[src/rtl/adma_pkg.sv]
package adma_pkg;
  localparam int ADMA_AW        = 32;
  localparam int ADMA_DW        = 32;
  localparam int ADMA_SMP_W     = 16;
  localparam int ADMA_IDX_W     = 5;
  localparam int ADMA_LEN_W     = 16;
  localparam int ADMA_IOC_BIT   = 31;
  localparam int ADMA_ZFILL_BIT = 30;
  localparam int ADMA_NFLAG     = 4;

  localparam int CR_RUN  = 0;
  localparam int CR_SRST = 1;
  localparam int CR_W    = 5;

  typedef logic [ADMA_AW-1:0]    addr_t;
  typedef logic [ADMA_DW-1:0]    word_t;
  typedef logic [ADMA_SMP_W-1:0] smp_t;

  typedef enum logic [2:0] {
    S_IDLE, S_BASE, S_LEN, S_DATA, S_HOLD, S_DONE
  } seq_st_e;

  // byte address of word 0 or word 1 of descriptor idx
  function automatic addr_t desc_addr(addr_t list_base, addr_t idx, logic second);
    return list_base + (idx << 3) + (second ? addr_t'(4) : addr_t'(0));
  endfunction

  // byte address of sample k in a buffer
  function automatic addr_t smp_addr(addr_t buf_base, addr_t k);
    return buf_base + (k << 1);
  endfunction

  // pick the half-word addressed by byte-address bit 1
  function automatic smp_t half_pick(word_t w, logic upper);
    return upper ? w[ADMA_DW-1 -: ADMA_SMP_W] : w[ADMA_SMP_W-1:0];
  endfunction
endpackage

[src/rtl/adma_seq.sv]
module adma_seq import adma_pkg::*; #(
  parameter int IDX_W = ADMA_IDX_W,
  parameter int LEN_W = ADMA_LEN_W
) (
  input  logic             clk,
  input  logic             rst_n,
  input  logic             soft_rst,
  input  logic             run,
  input  addr_t            list_base,
  input  logic [IDX_W-1:0] lvi,
  input  logic             take,
  output logic             mem_req,
  output addr_t            mem_addr,
  input  logic             mem_ack,
  input  word_t            mem_rdata,
  output logic [IDX_W-1:0] civ,
  output logic [LEN_W-1:0] picb,
  output logic             halted,
  output logic             buf_vld,
  output smp_t             buf_data,
  output logic             zfill,
  output logic             ev_celv,
  output logic             ev_ioc,
  output logic             ev_last
);
  seq_st_e          st;
  addr_t            bbase;
  logic [LEN_W-1:0] sidx;
  logic             ioc_q;
  logic             fin_q;
  logic             ack;
  logic             at_last;
  logic             resume;
  logic [LEN_W-1:0] new_len;

  assign mem_req = run && (st == S_BASE || st == S_LEN || st == S_DATA);
  assign ack     = mem_req && mem_ack;
  assign at_last = (civ == lvi);
  assign resume  = (st == S_IDLE) && halted && run && (!fin_q || !at_last);
  assign new_len = mem_rdata[LEN_W-1:0];

  always_comb begin
    case (st)
      S_BASE:  mem_addr = desc_addr(list_base, addr_t'(civ), 1'b0);
      S_LEN:   mem_addr = desc_addr(list_base, addr_t'(civ), 1'b1);
      default: mem_addr = smp_addr(bbase, addr_t'(sidx));
    endcase
  end

  assign ev_celv = (st == S_LEN) && ack && at_last;
  assign ev_ioc  = (st == S_DONE) && ioc_q;
  assign ev_last = (st == S_DONE) && at_last;

  always_ff @(posedge clk or negedge rst_n) begin
    if (!rst_n) begin
      st <= S_IDLE; civ <= '0; picb <= '0; halted <= 1'b1; fin_q <= 1'b0;
      bbase <= '0; sidx <= '0; ioc_q <= 1'b0; zfill <= 1'b0;
      buf_vld <= 1'b0; buf_data <= '0;
    end else if (soft_rst) begin
      st <= S_IDLE; civ <= '0; picb <= '0; halted <= 1'b1; fin_q <= 1'b0;
      sidx <= '0; ioc_q <= 1'b0; zfill <= 1'b0; buf_vld <= 1'b0;
    end else begin
      case (st)
        S_IDLE: if (resume) begin
          if (fin_q) civ <= civ + 1'b1;
          halted <= 1'b0;
          fin_q  <= 1'b0;
          st     <= S_BASE;
        end
        S_BASE: if (ack) begin
          bbase <= mem_rdata;
          st    <= S_LEN;
        end
        S_LEN: if (ack) begin
          picb  <= new_len;
          ioc_q <= mem_rdata[ADMA_IOC_BIT];
          zfill <= mem_rdata[ADMA_ZFILL_BIT];
          sidx  <= '0;
          st    <= (new_len == '0) ? S_DONE : S_DATA;
        end
        S_DATA: if (ack) begin
          buf_data <= half_pick(mem_rdata, mem_addr[1]);
          buf_vld  <= 1'b1;
          st       <= S_HOLD;
        end
        S_HOLD: if (take) begin
          buf_vld <= 1'b0;
          picb    <= picb - 1'b1;
          sidx    <= sidx + 1'b1;
          st      <= (picb == LEN_W'(1)) ? S_DONE : S_DATA;
        end
        S_DONE: begin
          if (at_last) begin
            halted <= 1'b1;
            fin_q  <= 1'b1;
            st     <= S_IDLE;
          end else begin
            civ <= civ + 1'b1;
            st  <= S_BASE;
          end
        end
        default: st <= S_IDLE;
      endcase
    end
  end
endmodule

[src/rtl/adma_port.sv]
module adma_port import adma_pkg::*; (
  input  logic clk,
  input  logic rst_n,
  input  logic soft_rst,
  input  logic tick,
  input  logic run,
  input  logic halted,
  input  logic buf_vld,
  input  smp_t buf_data,
  input  logic zfill,
  output logic take,
  output logic ev_under,
  output logic smp_valid,
  output smp_t smp_data
);
  smp_t last_q;
  smp_t fill;

  assign take     = tick && run && buf_vld;
  assign ev_under = tick && run && !halted && !buf_vld;
  assign fill     = zfill ? '0 : last_q;

  always_ff @(posedge clk or negedge rst_n) begin
    if (!rst_n) begin
      smp_valid <= 1'b0;
      smp_data  <= '0;
      last_q    <= '0;
    end else begin
      smp_valid <= tick;
      if (tick) smp_data <= take ? buf_data : fill;
      if (soft_rst)  last_q <= '0;
      else if (take) last_q <= buf_data;
    end
  end
endmodule

[src/rtl/adma_stat.sv]
module adma_stat import adma_pkg::*; (
  input  logic                  clk,
  input  logic                  rst_n,
  input  logic                  soft_rst,
  input  logic                  clr_we,
  input  logic [ADMA_NFLAG-1:0] clr_mask,
  input  logic                  ev_celv,
  input  logic                  ev_last,
  input  logic                  ev_ioc,
  input  logic                  ev_under,
  input  logic                  halted,
  input  logic [2:0]            ien,
  output logic [ADMA_NFLAG:0]   sr,
  output logic                  irq
);
  logic [ADMA_NFLAG-1:0] flag_q;
  logic [ADMA_NFLAG-1:0] set_v;

  assign set_v = {ev_under, ev_ioc, ev_last, ev_celv};

  for (genvar i = 0; i < ADMA_NFLAG; i++) begin : g_flag
    always_ff @(posedge clk or negedge rst_n) begin
      if (!rst_n)                     flag_q[i] <= 1'b0;
      else if (soft_rst)              flag_q[i] <= 1'b0;
      else if (set_v[i])              flag_q[i] <= 1'b1;
      else if (clr_we && clr_mask[i]) flag_q[i] <= 1'b0;
    end
  end

  assign sr  = {flag_q, halted};
  assign irq = |(flag_q[ADMA_NFLAG-1:1] & ien);
endmodule

[src/rtl/adma_chan.sv]
module adma_chan import adma_pkg::*; #(
  parameter int IDX_W = ADMA_IDX_W,
  parameter int LEN_W = ADMA_LEN_W
) (
  input  logic                  clk,
  input  logic                  rst_n,
  input  logic                  reg_we,
  input  logic [3:0]            reg_addr,
  input  logic [ADMA_DW-1:0]    reg_wdata,
  output logic [ADMA_DW-1:0]    reg_rdata,
  output logic                  mem_req,
  output logic [ADMA_AW-1:0]    mem_addr,
  input  logic                  mem_ack,
  input  logic [ADMA_DW-1:0]    mem_rdata,
  input  logic                  smp_tick,
  output logic                  smp_valid,
  output logic [ADMA_SMP_W-1:0] smp_data,
  output logic                  irq
);
  localparam logic [3:0] OFS_BASE = 4'h0;
  localparam logic [3:0] OFS_CIV  = 4'h4;
  localparam logic [3:0] OFS_LVI  = 4'h5;
  localparam logic [3:0] OFS_SR   = 4'h6;
  localparam logic [3:0] OFS_PICB = 4'h8;
  localparam logic [3:0] OFS_PIV  = 4'hA;
  localparam logic [3:0] OFS_CR   = 4'hB;

  addr_t             list_base;
  logic [IDX_W-1:0]  lvi;
  logic [CR_W-1:0]   cr_q;
  logic              soft_rst;
  logic              run;
  logic [IDX_W-1:0]  civ;
  logic [IDX_W-1:0]  piv;
  logic [LEN_W-1:0]  picb;
  logic              halted, buf_vld, zfill, take;
  logic              ev_celv, ev_ioc, ev_last, ev_under;
  smp_t              buf_data;
  logic [ADMA_NFLAG:0] sr;

  assign soft_rst = reg_we && (reg_addr == OFS_CR) && reg_wdata[CR_SRST];
  assign run      = cr_q[CR_RUN];
  assign piv      = civ + 1'b1;

  always_ff @(posedge clk or negedge rst_n) begin
    if (!rst_n) begin
      list_base <= '0;
      lvi       <= '0;
      cr_q      <= '0;
    end else if (soft_rst) begin
      lvi  <= '0;
      cr_q <= {reg_wdata[CR_W-1:2], 2'b00};
    end else if (reg_we) begin
      case (reg_addr)
        OFS_BASE: list_base <= reg_wdata;
        OFS_LVI:  lvi       <= reg_wdata[IDX_W-1:0];
        OFS_CR:   cr_q      <= {reg_wdata[CR_W-1:2], 1'b0, reg_wdata[CR_RUN]};
        default:  ;
      endcase
    end
  end

  always_comb begin
    case (reg_addr)
      OFS_BASE: reg_rdata = list_base;
      OFS_CIV:  reg_rdata = word_t'(civ);
      OFS_LVI:  reg_rdata = word_t'(lvi);
      OFS_SR:   reg_rdata = word_t'(sr);
      OFS_PICB: reg_rdata = word_t'(picb);
      OFS_PIV:  reg_rdata = word_t'(piv);
      OFS_CR:   reg_rdata = word_t'(cr_q);
      default:  reg_rdata = '0;
    endcase
  end

  adma_seq #(.IDX_W(IDX_W), .LEN_W(LEN_W)) u_seq (
    .clk(clk), .rst_n(rst_n), .soft_rst(soft_rst), .run(run),
    .list_base(list_base), .lvi(lvi), .take(take),
    .mem_req(mem_req), .mem_addr(mem_addr), .mem_ack(mem_ack), .mem_rdata(mem_rdata),
    .civ(civ), .picb(picb), .halted(halted), .buf_vld(buf_vld), .buf_data(buf_data),
    .zfill(zfill), .ev_celv(ev_celv), .ev_ioc(ev_ioc), .ev_last(ev_last)
  );

  adma_port u_port (
    .clk(clk), .rst_n(rst_n), .soft_rst(soft_rst), .tick(smp_tick), .run(run),
    .halted(halted), .buf_vld(buf_vld), .buf_data(buf_data), .zfill(zfill),
    .take(take), .ev_under(ev_under), .smp_valid(smp_valid), .smp_data(smp_data)
  );

  adma_stat u_stat (
    .clk(clk), .rst_n(rst_n), .soft_rst(soft_rst),
    .clr_we(reg_we && (reg_addr == OFS_SR)), .clr_mask(reg_wdata[ADMA_NFLAG:1]),
    .ev_celv(ev_celv), .ev_last(ev_last), .ev_ioc(ev_ioc), .ev_under(ev_under),
    .halted(halted), .ien({cr_q[3], cr_q[4], cr_q[2]}), .sr(sr), .irq(irq)
  );
endmodule

[config.mk]
export PLATFORM = sky130hd
export DESIGN_NAME = adma_chan
export DESIGN_NICKNAME = d
export VERILOG_FILES = /design/src/rtl/adma_pkg.sv /design/src/rtl/adma_seq.sv /design/src/rtl/adma_port.sv /design/src/rtl/adma_stat.sv /design/src/rtl/adma_chan.sv
export SDC_FILE = /design/constraint.sdc
export NUM_CORES = 1
export LEC_CHECK = 0
export ABC_CLOCK_PERIOD_IN_PS = 5900
export CAP_MARGIN = 20
export CORE_MARGIN = 2
export CORE_UTILIZATION = 55
export CTS_BUF_LIST = sky130_fd_sc_hd__clkbuf_8 sky130_fd_sc_hd__clkbuf_16
export DETAILED_ROUTE_END_ITERATION = 12
export PLACE_DENSITY = 0.83
export REMOVE_ABC_BUFFERS = 1
export SYNTH_ARGS = -nofsm -noshare
export SYNTH_HDL_FRONTEND = slang
export SYNTH_SLANG_ARGS = --single-unit
[constraint.sdc]
create_clock -name clk -period 5.9 [get_ports clk]
set_input_delay 1.77 -clock clk [delete_from_list [all_inputs] [get_ports clk]]
set_output_delay 1.77 -clock clk [all_outputs]
set_load 0.02 [all_outputs]
==> impl_metrics.tcl <==
set metrics [dict create \
    synth_top_family_by_area "simple AND/OR/NAND/NOR gates" \
    cp_slowest_stage_delay_ns 0.54 \
    synthAdderAreaFrac_pct 3.294 \
    setup_violations 0 \
    synth_commonest_cells "nand2_1, dfrtp_1, o21ai_0" \
    ys_ff_latch 171 \
    ys_top_cells_by_area "dfrtp_1, mux2_2, nand2_1" \
    crit_required_ns 4.13 \
    hp-class "register to register" \
    syn_to_final_growth_pct 23.96 \
    ant_nets 0 \
    clock-sinks 171 \
    synth_xor_area_share_pct 6.689 \
    yosys.area.top_type_share_pct 38.35 \
    synth-compound-area-share_pct 18.97 \
    start_kind "register" \
    ys_async_sr_fraction_pct 100.0 \
    first_global_vias 10037 \
    path_cells "ha_2 -> and4_4 -> o21ai_1 -> or3_4 -> a2111oi_4 -> o211ai_4 -> or4_1 -> nand3_1 -> o221ai_1 -> dlygate4sd2_1" \
    synth_simple_gate_area_share_pct 20.38 \
    yosysWarnings 0 \
    layout-drive-gt1-share_pct 14.18 \
    worstPathArrival_ns 4.09 \
    ys.flop_type "dfrtp_1" \
    viasPerCell 6.404 \
    grt_max_degree 88 \
    yosys.area.top_type "dfrtp_1" \
    rsz0062_at_grt "true" \
    max_slew.worst_pin.slew_ns 1.036 \
    wl_per_cell_um 20.90 \
    grtUsageTotal_pct 32.04 \
    die_area_mm2 0.02132 \
    cp_max_fo 7 \
    path_buf_inv 1 \
    muxShareOfSynthArea_pct 8.787 \
    cp-end-kind "output pin" \
    numCtsBuffers 17 \
    die_y_um 146.0 \
    skew_ns 0.008249 \
    syn_inst 1235 \
    worst_hold_slack_ns 0.5162 \
    clk_latency_ns 0.44 \
    holdBufCountCts 0 \
    n_antenna_cell 0 \
    p_per_area_mw_per_mm2 412.5 \
    start_util_pct 56.44 \
    avgSynthCellArea_um2 8.981 \
    drtPass1Iterations 5 \
    fin_crit_ns 5.864 \
    grt.overflow.total 0 \
    cts_tree "yes" \
    finalPower_uw 5672 \
    drv_cap 0 \
    drt_iter0_drc 1215 \
    slowest_stage "or4_1" \
    slew_viol_final 0 \
    portBuffers 155 \
    wirelength_mm 34.85 \
    drc 0 \
    place_inst 1630 \
    clk_path_buf_depth 2 \
    dieWidth_um 146.0 \
    boundaryPins 156 \
    ys_seq_area_share_pct 38.59 \
    peakVddDrop_v 0.0002472 \
    layout_setup_ws_ns 0.03624 \
    cpLargestDelayFamily "simple AND/OR/NAND/NOR gates" \
    timing.fmax_mhz 170.5 \
    finalHoldViolCount 0 \
    synth_enable_flop_cells 0 \
    vias 10682 \
    p_leak_uw 0.005921 \
    synth_cell_types 96 \
    antenna_found_initial 0 \
    crit_type "register to output pin" \
    syn_area_mm2 0.01109 \
    layout.nets 1491 \
    htreeDepth 4 \
    relSlewSlack_pct 30.92 \
    root_buffer "clkbuf_16" \
    dp_hpwl_mm 25.04 \
    yosysMostFrequentCell "nand2_1" \
    pre_cts_ws_ns 0.1650 \
    row_count 51 \
    grt_pass1_wl_mm 54.33 \
    final.period_utilization_pct 99.39 \
    finalNonFillerCells 1668 \
    clk_pin_slew_ns 0.08 \
    status "completed" \
    core_area_mm2 0.01965 \
    place_congestion 1.013 \
]
worst reg2reg max path, cell delays in order, from the launching register on:
cell	delay [ns]
dfrtp_1	0.49
inv_1	0.17
or3_1	0.39
buf_4	0.27
nor2_1	0.40
a21oi_1	0.08
nand2_1	0.11
buf_4	0.27
nand2_1	0.29
nor2_1	0.53
nand2_1	0.12
o211ai_1	0.13
layout by cell type, fill, tap and decap left out, drive strengths merged, types with 5 or more instances in the layout:
master | synthesis | routed
a211oi | 7 | 7
a21o | 9 | 9
a21oi | 79 | 79
a22o | 11 | 11
a22oi | 17 | 17
a31oi | 22 | 22
and2 | 22 | 22
and3 | 27 | 27
and4 | 6 | 6
buf | 20 | 44
clkbuf | 42 | 20
clkdlybuf4s50 | 0 | 136
clkinv | 0 | 8
dfrtp | 170 | 170
dlygate4sd2 | 0 | 7
dlymetal6s2s | 0 | 8
ha | 26 | 26
inv | 25 | 31
mux2 | 67 | 67
mux2i | 22 | 22
nand2 | 187 | 187
nand2b | 8 | 8
nand3 | 42 | 42
nand3b | 5 | 5
nand4 | 9 | 9
nor2 | 87 | 87
nor3 | 18 | 18
nor3b | 5 | 5
nor4 | 18 | 18
o211ai | 13 | 13
o21ai | 97 | 97
o221ai | 17 | 17
o31ai | 5 | 5
or3 | 8 | 8
xnor2 | 52 | 52
xor2 | 31 | 31
stage by stage:
step / setup TNS [ns] / util, % / area (um2)
global route: -0.2597 / 69.96 / 13750
floorplan: -5.205 / - / 10820
detailed placement: 0 / 66.34 / 13040
finish: 0 / 69.96 / 13750
global placement: 0 / 66.34 / 13040
CTS: 0 / 69.54 / 13670
registers in the layout, summed over array words and instances, names as in the netlist:
name,cells
u_seq.buf_data,16
u_seq.civ,5
lvi,5
u_seq.zfill,1
u_seq.fin_q,1
u_stat.sr,4
u_port.smp_data,16
u_port.smp_valid,1
list_base,32
u_seq.picb,16
cr_q,4
u_seq.st,3
u_seq.ioc_q,1
u_port.last_q,16
u_seq.buf_vld,1
u_seq.halted,1
u_seq.bbase,32
u_seq.sidx,16
cell type report:
cell class / instances / area, um2
multi-input combinational: 977 / 6536
fill: 1515 / 5904
sequential: 171 / 4280
timing repair buffer: 198 / 1909
clock buffer: 17 / 425.4
tap: 265 / 331.6
clock inverter: 15 / 172.7
inverter: 25 / 93.84
path summary, 6_finish.rpt:
check	cells after the start	end	startpoint	slack (ns)
setup / recovery	10	mem_addr[28]	u_seq.civ[3]	0.04
hold / removal	1	u_seq.bbase[15]	u_seq.bbase[15]	0.52
setup reg to reg	11	u_seq.picb[5]	u_seq.st[1]	2.56
hold reg to reg	1	u_seq.bbase[15]	u_seq.bbase[15]	0.52
max in group asynchronous	2	u_seq.halted	rst_n	3.59
min in group asynchronous	1	list_base[16]	rst_n	1.36
power by group:
part	total (uW)	switching (uW)	internal, uW
Clock	1140	566	571
Combinational	2670	1550	1120
Sequential	1870	393	1480
timing repair:
item,in CTS,in global routing
resized for setup,16,28
endpoints found under the hold margin,0,0
endpoints found under the setup margin,14,19
gates cloned,0,0
buffers inserted,2,3
pin swaps,4,3
per-layer routing:
layer	up-vias	share of wire [%]	GRT usage, %
li1	4805	-	-
met1	5128	40	42.89
met2	643	47	52.64
met3	106	9.4	5.094
met4	0	3.8	12.38
met5	-	0	0
cells by family (layout without fill, tap and decap cells):
logic type,Yosys count,after routing
flip-flops,171,171
AND/OR/NAND/NOR,460,460
XOR/XNOR,83,83
buffers and inverters,87,255
AO/OA/AOI/OAI,317,317
multiplexers,89,89
adder cells (fa/ha/maj),28,28
Note: power is estimated with default switching activity, not from simulation.
